<file path="src/rtl/dtm_pkg.sv">
package dtm_pkg;

  // control register layout, MSB first
  typedef struct packed {
    logic       enable;    // bit 7
    logic       periodic;  // bit 6
    logic       ie;        // bit 5
    logic       spare;     // bit 4
    logic [1:0] psel;      // bits 3:2
    logic       wide;      // bit 1
    logic       oneshot;   // bit 0
  } ctrl_t;

  localparam int unsigned CTRL_W   = $bits(ctrl_t);
  localparam ctrl_t       CTRL_RST = 8'h20;

  // word indices of the register slots
  localparam int unsigned IDX_LOAD   = 0;
  localparam int unsigned IDX_VALUE  = 1;
  localparam int unsigned IDX_CTRL   = 2;
  localparam int unsigned IDX_CLEAR  = 3;
  localparam int unsigned IDX_RAW    = 4;
  localparam int unsigned IDX_MASKED = 5;
  localparam int unsigned IDX_BGLOAD = 6;

endpackage

</file>
<file path="src/rtl/dtm_rst_sync.sv">
module dtm_rst_sync #(
  parameter int unsigned STAGES = 2
) (
  input  logic clk,
  input  logic rst_n,
  output logic rst_n_sync
);

  logic [STAGES-1:0] sync_q;
  logic [STAGES-1:0] sync_d;

  always_comb begin
    sync_d = {sync_q[STAGES-2:0], 1'b1};
  end

  always_ff @(posedge clk or negedge rst_n) begin
    if (!rst_n) sync_q <= '0;
    else        sync_q <= sync_d;
  end

  assign rst_n_sync = sync_q[STAGES-1];

endmodule

</file>
<file path="src/rtl/dtm_prescaler.sv">
module dtm_prescaler #(
  parameter int unsigned SHIFT_A = 4,
  parameter int unsigned SHIFT_B = 8
) (
  input  logic       clk,
  input  logic       rst_n,
  input  logic       run,
  input  logic       restart,
  input  logic [1:0] psel,
  output logic       tick
);

  logic [SHIFT_B-1:0] pre_q;
  logic [SHIFT_B-1:0] pre_d;
  logic               pre_en;

  always_comb begin
    pre_en = restart | run;
    pre_d  = restart ? '0 : pre_q + 1'b1;
  end

  always_ff @(posedge clk or negedge rst_n) begin
    if (!rst_n)      pre_q <= '0;
    else if (pre_en) pre_q <= pre_d;
  end

  always_comb begin
    unique case (psel)
      2'd1:    tick = run & (&pre_q[SHIFT_A-1:0]);
      2'd2:    tick = run & (&pre_q);
      default: tick = run;
    endcase
  end

  // a divide-by-256 tick is never followed by another tick at once
  a_r3_div_spacing: assert property (@(posedge clk) disable iff (!rst_n)
    (tick && psel == 2'd2) |=> (!tick || psel == 2'd0 || psel == 2'd3));

endmodule

</file>
<file path="src/rtl/dtm_counter.sv">
module dtm_counter #(
  parameter int unsigned CNT_W    = 32,
  parameter int unsigned NARROW_W = 16
) (
  input  logic             clk,
  input  logic             rst_n,
  input  logic             tick,
  input  logic             load_req,
  input  logic             wide,
  input  logic             oneshot,
  input  logic             free_run,
  input  logic [CNT_W-1:0] limit,
  output logic [CNT_W-1:0] cnt_view,
  output logic             zero_evt
);

  localparam logic [CNT_W-1:0] MASK_WIDE   = '1;
  localparam logic [CNT_W-1:0] MASK_NARROW = CNT_W'({NARROW_W{1'b1}});

  logic [CNT_W-1:0] cnt_q;
  logic [CNT_W-1:0] cnt_d;
  logic             cnt_en;
  logic [CNT_W-1:0] mask;
  logic [CNT_W-1:0] reload_val;

  always_comb begin
    mask       = wide ? MASK_WIDE : MASK_NARROW;
    cnt_view   = cnt_q & mask;
    reload_val = free_run ? mask : (limit & mask);
  end

  always_comb begin
    cnt_d    = cnt_q;
    zero_evt = 1'b0;
    cnt_en   = load_req | tick;
    if (load_req) begin
      cnt_d = reload_val;
    end else if (tick) begin
      if (cnt_view == '0) begin
        if (!oneshot) cnt_d = reload_val;
      end else begin
        cnt_d    = (cnt_view - 1'b1) & mask;
        zero_evt = (cnt_view == CNT_W'(1));
      end
    end
  end

  always_ff @(posedge clk or negedge rst_n) begin
    if (!rst_n)      cnt_q <= '0;
    else if (cnt_en) cnt_q <= cnt_d;
  end

  // a one-shot count at zero stays put on further ticks
  a_r7_oneshot_hold: assert property (@(posedge clk) disable iff (!rst_n)
    (tick && !load_req && oneshot && cnt_view == '0) |=> $stable(cnt_q));

  // a reload in 16-bit mode leaves the upper bits clear
  a_r13_narrow_reload: assert property (@(posedge clk) disable iff (!rst_n)
    (load_req && !wide) |=> (cnt_q[CNT_W-1:NARROW_W] == '0));

endmodule

</file>
<file path="src/rtl/dtm_regs.sv">
module dtm_regs
  import dtm_pkg::*;
#(
  parameter int unsigned CNT_W  = 32,
  parameter int unsigned ADDR_W = 6
) (
  input  logic              clk,
  input  logic              rst_n,
  input  logic [ADDR_W-1:0] bus_addr,
  input  logic              bus_we,
  input  logic [CNT_W-1:0]  bus_wdata,
  input  logic [CNT_W-1:0]  cnt_view,
  input  logic              zero_evt,
  output ctrl_t             ctrl_q,
  output ctrl_t             ctrl_d,
  output logic [CNT_W-1:0]  limit_d,
  output logic              ctrl_we,
  output logic              load_req,
  output logic [CNT_W-1:0]  bus_rdata,
  output logic              irq
);

  localparam int unsigned IDX_W = ADDR_W - 2;

  logic [IDX_W-1:0] idx;
  logic             aligned;
  logic sel_load, sel_val, sel_ctrl, sel_clr, sel_raw, sel_mis, sel_bg;
  logic load_we, bg_we, clr_we, limit_we;
  logic [CNT_W-1:0] limit_q;
  logic raw_q, raw_d, raw_en;

  always_comb begin
    idx      = bus_addr[ADDR_W-1:2];
    aligned  = (bus_addr[1:0] == 2'b00);
    sel_load = aligned && (idx == IDX_W'(IDX_LOAD));
    sel_val  = aligned && (idx == IDX_W'(IDX_VALUE));
    sel_ctrl = aligned && (idx == IDX_W'(IDX_CTRL));
    sel_clr  = aligned && (idx == IDX_W'(IDX_CLEAR));
    sel_raw  = aligned && (idx == IDX_W'(IDX_RAW));
    sel_mis  = aligned && (idx == IDX_W'(IDX_MASKED));
    sel_bg   = aligned && (idx == IDX_W'(IDX_BGLOAD));
  end

  always_comb begin
    load_we  = bus_we & sel_load;
    bg_we    = bus_we & sel_bg;
    ctrl_we  = bus_we & sel_ctrl;
    clr_we   = bus_we & sel_clr;
    limit_we = load_we | bg_we;
    load_req = load_we | (ctrl_we & bus_wdata[CTRL_W-1]);
  end

  // next state
  always_comb begin
    ctrl_d  = ctrl_we  ? ctrl_t'(bus_wdata[CTRL_W-1:0]) : ctrl_q;
    limit_d = limit_we ? bus_wdata : limit_q;
    raw_en  = zero_evt | clr_we;
    raw_d   = zero_evt;
  end

  always_ff @(posedge clk or negedge rst_n) begin
    if (!rst_n)       ctrl_q <= CTRL_RST;
    else if (ctrl_we) ctrl_q <= ctrl_d;
  end

  always_ff @(posedge clk or negedge rst_n) begin
    if (!rst_n)        limit_q <= '0;
    else if (limit_we) limit_q <= limit_d;
  end

  always_ff @(posedge clk or negedge rst_n) begin
    if (!rst_n)      raw_q <= 1'b0;
    else if (raw_en) raw_q <= raw_d;
  end

  assign irq = raw_q & ctrl_q.ie;

  always_comb begin
    bus_rdata = '0;
    if (sel_load || sel_bg) bus_rdata = limit_q;
    else if (sel_val)       bus_rdata = cnt_view;
    else if (sel_ctrl)      bus_rdata = CNT_W'(ctrl_q);
    else if (sel_raw)       bus_rdata = CNT_W'(raw_q);
    else if (sel_mis)       bus_rdata = CNT_W'(irq);
  end

  // reaching zero always leaves the raw flag set
  a_r6_flag_on_zero: assert property (@(posedge clk) disable iff (!rst_n)
    zero_evt |=> raw_q);

  // a clear write without a collision drops the flag
  a_r5_clear_drops: assert property (@(posedge clk) disable iff (!rst_n)
    (clr_we && !zero_evt) |=> !raw_q);

  // a deferred load write leaves the count where it is, absent a tick
  a_r11_bg_no_reload: assert property (@(posedge clk) disable iff (!rst_n)
    (bg_we && !zero_evt && !ctrl_q.enable) |=> $stable(cnt_view));

endmodule

</file>
<file path="src/rtl/dtm_timer.sv">
module dtm_timer
  import dtm_pkg::*;
#(
  parameter int unsigned CNT_W    = 32,
  parameter int unsigned NARROW_W = 16,
  parameter int unsigned ADDR_W   = 6,
  parameter int unsigned SHIFT_A  = 4,
  parameter int unsigned SHIFT_B  = 8
) (
  input  logic              clk,
  input  logic              rst_n,
  input  logic [ADDR_W-1:0] bus_addr,
  input  logic              bus_we,
  input  logic [CNT_W-1:0]  bus_wdata,
  output logic [CNT_W-1:0]  bus_rdata,
  output logic              irq
);

  localparam logic [ADDR_W-1:0] ADDR_VALUE = ADDR_W'(IDX_VALUE * 4);

  logic             rst_ni;
  ctrl_t            ctrl_q;
  ctrl_t            ctrl_d;
  logic [CNT_W-1:0] limit_d;
  logic             ctrl_we;
  logic             load_req;
  logic             tick;
  logic [CNT_W-1:0] cnt_view;
  logic             zero_evt;
  logic             free_run;

  assign free_run = ~ctrl_d.oneshot & ~ctrl_d.periodic;

  dtm_rst_sync #(.STAGES(2)) u_rst (
    .clk        (clk),
    .rst_n      (rst_n),
    .rst_n_sync (rst_ni)
  );

  dtm_regs #(.CNT_W(CNT_W), .ADDR_W(ADDR_W)) u_regs (
    .clk       (clk),
    .rst_n     (rst_ni),
    .bus_addr  (bus_addr),
    .bus_we    (bus_we),
    .bus_wdata (bus_wdata),
    .cnt_view  (cnt_view),
    .zero_evt  (zero_evt),
    .ctrl_q    (ctrl_q),
    .ctrl_d    (ctrl_d),
    .limit_d   (limit_d),
    .ctrl_we   (ctrl_we),
    .load_req  (load_req),
    .bus_rdata (bus_rdata),
    .irq       (irq)
  );

  dtm_prescaler #(.SHIFT_A(SHIFT_A), .SHIFT_B(SHIFT_B)) u_pre (
    .clk     (clk),
    .rst_n   (rst_ni),
    .run     (ctrl_q.enable),
    .restart (ctrl_we),
    .psel    (ctrl_q.psel),
    .tick    (tick)
  );

  dtm_counter #(.CNT_W(CNT_W), .NARROW_W(NARROW_W)) u_cnt (
    .clk      (clk),
    .rst_n    (rst_ni),
    .tick     (tick),
    .load_req (load_req),
    .wide     (ctrl_d.wide),
    .oneshot  (ctrl_d.oneshot),
    .free_run (free_run),
    .limit    (limit_d),
    .cnt_view (cnt_view),
    .zero_evt (zero_evt)
  );

  // writes to the count slot do not move the count
  a_r2_value_write_ignored: assert property (@(posedge clk) disable iff (!rst_ni)
    (bus_we && bus_addr == ADDR_VALUE && !tick) |=> $stable(cnt_view));

  // with the timer disabled and no load, the count is frozen
  a_r12_frozen_when_off: assert property (@(posedge clk) disable iff (!rst_ni)
    (!ctrl_q.enable && !load_req) |=> $stable(cnt_view) || $past(ctrl_we));

endmodule

</file>
<file path="config.mk">
export PLATFORM = sky130hd
export DESIGN_NAME = dtm_timer
export DESIGN_NICKNAME = d
export VERILOG_FILES = /design/src/rtl/dtm_pkg.sv /design/src/rtl/dtm_rst_sync.sv /design/src/rtl/dtm_prescaler.sv /design/src/rtl/dtm_counter.sv /design/src/rtl/dtm_regs.sv /design/src/rtl/dtm_timer.sv
export SDC_FILE = /design/constraint.sdc
export NUM_CORES = 1
export LEC_CHECK = 0
export ABC_AREA = 0
export BUFFER_PORTS_ARGS = -buffer_cell sky130_fd_sc_hd__buf_4
export CORE_MARGIN = 1
export CORE_UTILIZATION = 57
export DETAILED_ROUTE_END_ITERATION = 10
export PLACE_DENSITY = 0.81
export REMOVE_ABC_BUFFERS = 1
export SLEW_MARGIN = 5
export SYNTH_ARGS = -nofsm -noshare
export SYNTH_HDL_FRONTEND = slang
export SYNTH_SLANG_ARGS = --single-unit
export TNS_END_PERCENT = 30
</file>
<file path="constraint.sdc">
create_clock -name clk -period 5.3 [get_ports clk]
set_input_delay 1.325 -clock clk [delete_from_list [all_inputs] [get_ports clk]]
set_output_delay 1.325 -clock clk [all_outputs]
set_load 0.02 [all_outputs]
</file>
==> impl_metrics.py <==
metrics = {
    "run_status": {
        "status": "finished clean",
    },
    "clocking": {
        "cts_setup_buffers": 0,
        "cts_sinks": 83,
        "hold_buffers": 0,
        "cts_max_level": 3,
        "cts_resized": 0,
        "clk_path_buf_depth": 2,
        "root_buffer": "clkbuf_8",
        "cts_buffers": 9,
        "clkTransAtPathRegs_ns": 0.08,
        "insertion_delay_ns": 0.36,
        "cts_tree": "done",
    },
    "die": {
        "start_util_pct": 60.01,
        "core_area_sq_um": 7888,
        "die_h_um": 93.13,
        "num_rows": 32,
        "ios": 74,
        "dieWidth_um": 93.13,
        "dieArea_sq_um": 8672,
    },
    "synthesis": {
        "syn_area_sq_um": 4733,
        "ys_warn_count": 0,
        "syn_avg_cell_area_sq_um": 9.965,
        "synth_top_cells_by_area": "dfrtp_1, mux2_2, a22o_1",
        "synthCells": 475,
        "synth_ff_type": "dfrtp_1",
        "yosysTopAreaCellShare_pct": 43.35,
        "async_reset_ff_share_pct": 100.0,
        "synth_largest_area_cell": "dfrtp_1",
        "synth-edff-count": 0,
        "yosysSeqAreaShare_pct": 43.91,
        "ys_types": 57,
        "ys_ff_latch": 83,
    },
    "critical_path": {
        "start_kind": "input pin",
        "required_ns": 3.97,
        "arrival_ns": 3.56,
        "critPathCapture": "bus_rdata[22]",
        "cp.depth": 9,
        "crit_family": "simple AND/OR/NAND/NOR gates",
        "crit_start": "bus_addr[1]",
        "worst_r2r_path_depth": 8,
        "critPathBufInv": 4,
        "ff2ff_setup_slack_ns": 1.92,
        "cp_common_cell": "buf_4",
        "worstReg2RegStart": "u_cnt.cnt_q[18]",
        "endpoint_kind": "output pin",
        "r2r_end": "u_cnt.cnt_q[30]",
        "criticalPathCategory": "input pin to output pin",
        "worstPathCellList": "buf_4 > nor4_4 > and3_1 > mux2i_1 > buf_4 > inv_2 > and2_1 > a22o_1 > buf_4",
        "path_max_fanout": 16,
        "max_stage_delay_ns": 0.61,
        "critPathSlowestCell": "and2_1",
    },
    "timing": {
        "worst_pin_slew_ns": 1.048,
        "fin_tns_setup_ns": 0,
        "rsz0062_at_grt": "no",
        "finalHoldViolations": 0,
        "slew-limit-headroom_pct": 30.12,
        "clock_skew_ns": 0.01469,
        "drv_slew": 0,
        "period_minus_slack_ns": 4.889,
        "fin_crit_sh_pct": 92.24,
        "timing.fmax_mhz": 204.5,
        "setup_viol": 0,
    },
    "finish": {
        "fillCellCount": 600,
        "antennaDiodeCount": 0,
        "areaGrowthSynthToFinish_pct": 17.21,
        "regArea_sq_um": 2082,
        "final_layout_size_suffix_gt1_share_pct": 28.15,
        "nNetsFinal": 581,
        "multi_input_area_sq_um": 2436,
    },
    "global_routing": {
        "grt.total_usage_pct": 28.97,
        "grt_pass1_wl_um": 19750,
        "grt.overflow.total": 0,
        "grt_pass1_vias": 4023,
        "grt_max_degree": 82,
        "grt_antenna_before_repair": 0,
    },
    "placement": {
        "dp_hpwl_um": 7810,
        "port_buffers": 73,
        "gp_routability_congestion": 0.9306,
    },
    "power": {
        "p_per_area_nw_per_um2": 295.3,
        "power.ir.vdd_worst_v": 0.0001947,
        "finalPower_mw": 1.639,
        "p_leak_nw": 2.529,
    },
    "routing": {
        "antenna_left": 0,
        "wire_per_inst_um": 18.23,
        "num_vias": 4175,
        "firstDrtPassIters": 7,
        "routed_wl_um": 11710,
        "drt_iter0_drc": 474,
        "drt-vias-per-instance": 6.503,
        "drcViolationCount": 0,
    },
    "min_path": {
        "hp-class": "flop to flop",
        "whs_path_depth": 0,
    },
    "job": {
        "maxCapViolCount": 0,
    },
}
-- cells in the final DEF, fill, tap and decap left out, types with 21 or more instances in the layout --
cell	Yosys	layout
a22o_1	25	25
buf_4	1	81
dfrtp_1	82	81
mux2_2	39	39
nand2_1	21	21
nor2_1	35	34
o21ai_0	34	34
or3_1	23	23
-- layout make-up --
cell class,instances,area share (%)
flip-flops and latches,83,37.53
well taps,102,2.300
multi-input cells,340,43.91
clock inverters,6,1.173
inverters,19,1.286
repair buffers,82,11.32
clock buffers,10,2.481
-- sequential cells by signal, indices dropped and copies added (netlist names) --
signal          count
u_regs.raw_q        1
u_rst.sync_q        2
u_pre.pre_q         8
u_regs.ctrl_q       8
u_cnt.cnt_q        32
u_regs.limit_q     32
-- stage by stage --
stage / util (%) / hold WS [ns] / cells / setup slack [ns] / area (sq um)
CTS: 70.34 / 0.3585 / 642 / 0.4215 / 5548
finish: 70.34 / 0.3555 / 642 / 0.4111 / 5548
detailed placement: 67.77 / 0.3403 / 626 / 0.4239 / 5345
floorplan: - / 0.3312 / 442 / 0.5724 / 4577
global route: 70.34 / 0.3749 / 642 / 0.3010 / 5548
global placement: 67.77 / 0.3368 / 626 / 0.5091 / 5345
-- worst min-delay path by stage --
stage	from	end	slack, ns
CTS	u_rst.sync_q[0]	u_rst.sync_q[1]	0.36
global placement	u_rst.sync_q[0]	u_rst.sync_q[1]	0.34
floorplan	u_rst.sync_q[0]	u_rst.sync_q[1]	0.33
detailed placement	u_rst.sync_q[0]	u_rst.sync_q[1]	0.34
finish	u_rst.sync_q[0]	u_rst.sync_q[1]	0.36
global route	u_rst.sync_q[0]	u_rst.sync_q[1]	0.37
-- kinds of logic after synthesis --
| family | Yosys count | share of synthesized area (%) |
|---|---|---|
| xor+xnor | 11 | 2.035 |
| fa+ha+maj | 5 | 1.322 |
| buf+inv | 52 | 4.811 |
| flops | 83 | 43.91 |
| compound gates | 142 | 21.97 |
| other cells | 1 | 0.07923 |
| mux | 41 | 9.701 |
| simple gates | 140 | 16.18 |
-- report_power, final --
group | switching, mW | total, mW | internal (mW) | leakage [nW]
clock network | 0.233 | 0.463 | 0.230 | 0.102
registers | 0.104 | 0.852 | 0.748 | 1.01
logic | 0.171 | 0.324 | 0.153 | 1.42
total | 0.507 | 1.64 | 1.13 | 2.53
-- synthesized netlist by cell type, drive strengths merged, types with 3 or more instances --
cell    instances
nor2           36
inv            19
xor2            7
a22o           25
o31ai          11
nand4           9
nand2          21
clkbuf         22
a21o            5
dfrtp          82
a32o           18
o31a            3
o21ai          36
nor3           19
nand3           5
a21boi          3
nor2b           4
or2             3
ha              5
a21oi          18
buf            11
or4             3
xnor2           4
mux2           39
nor4            8
or3            23
o22ai           5
and2            3
a222oi          7
nand2b          3
-- per-layer routing --
metal / vias up / track usage (%) / wire, um
li1: 1912 / - / -
met1: 2056 / 41.96 / 5276
met2: 187 / 44.73 / 5479
met3: 20 / 4.959 / 780
met4: 0 / 8.718 / 168
met5: - / 0 / 0
(Power assumes the default switching activity.)
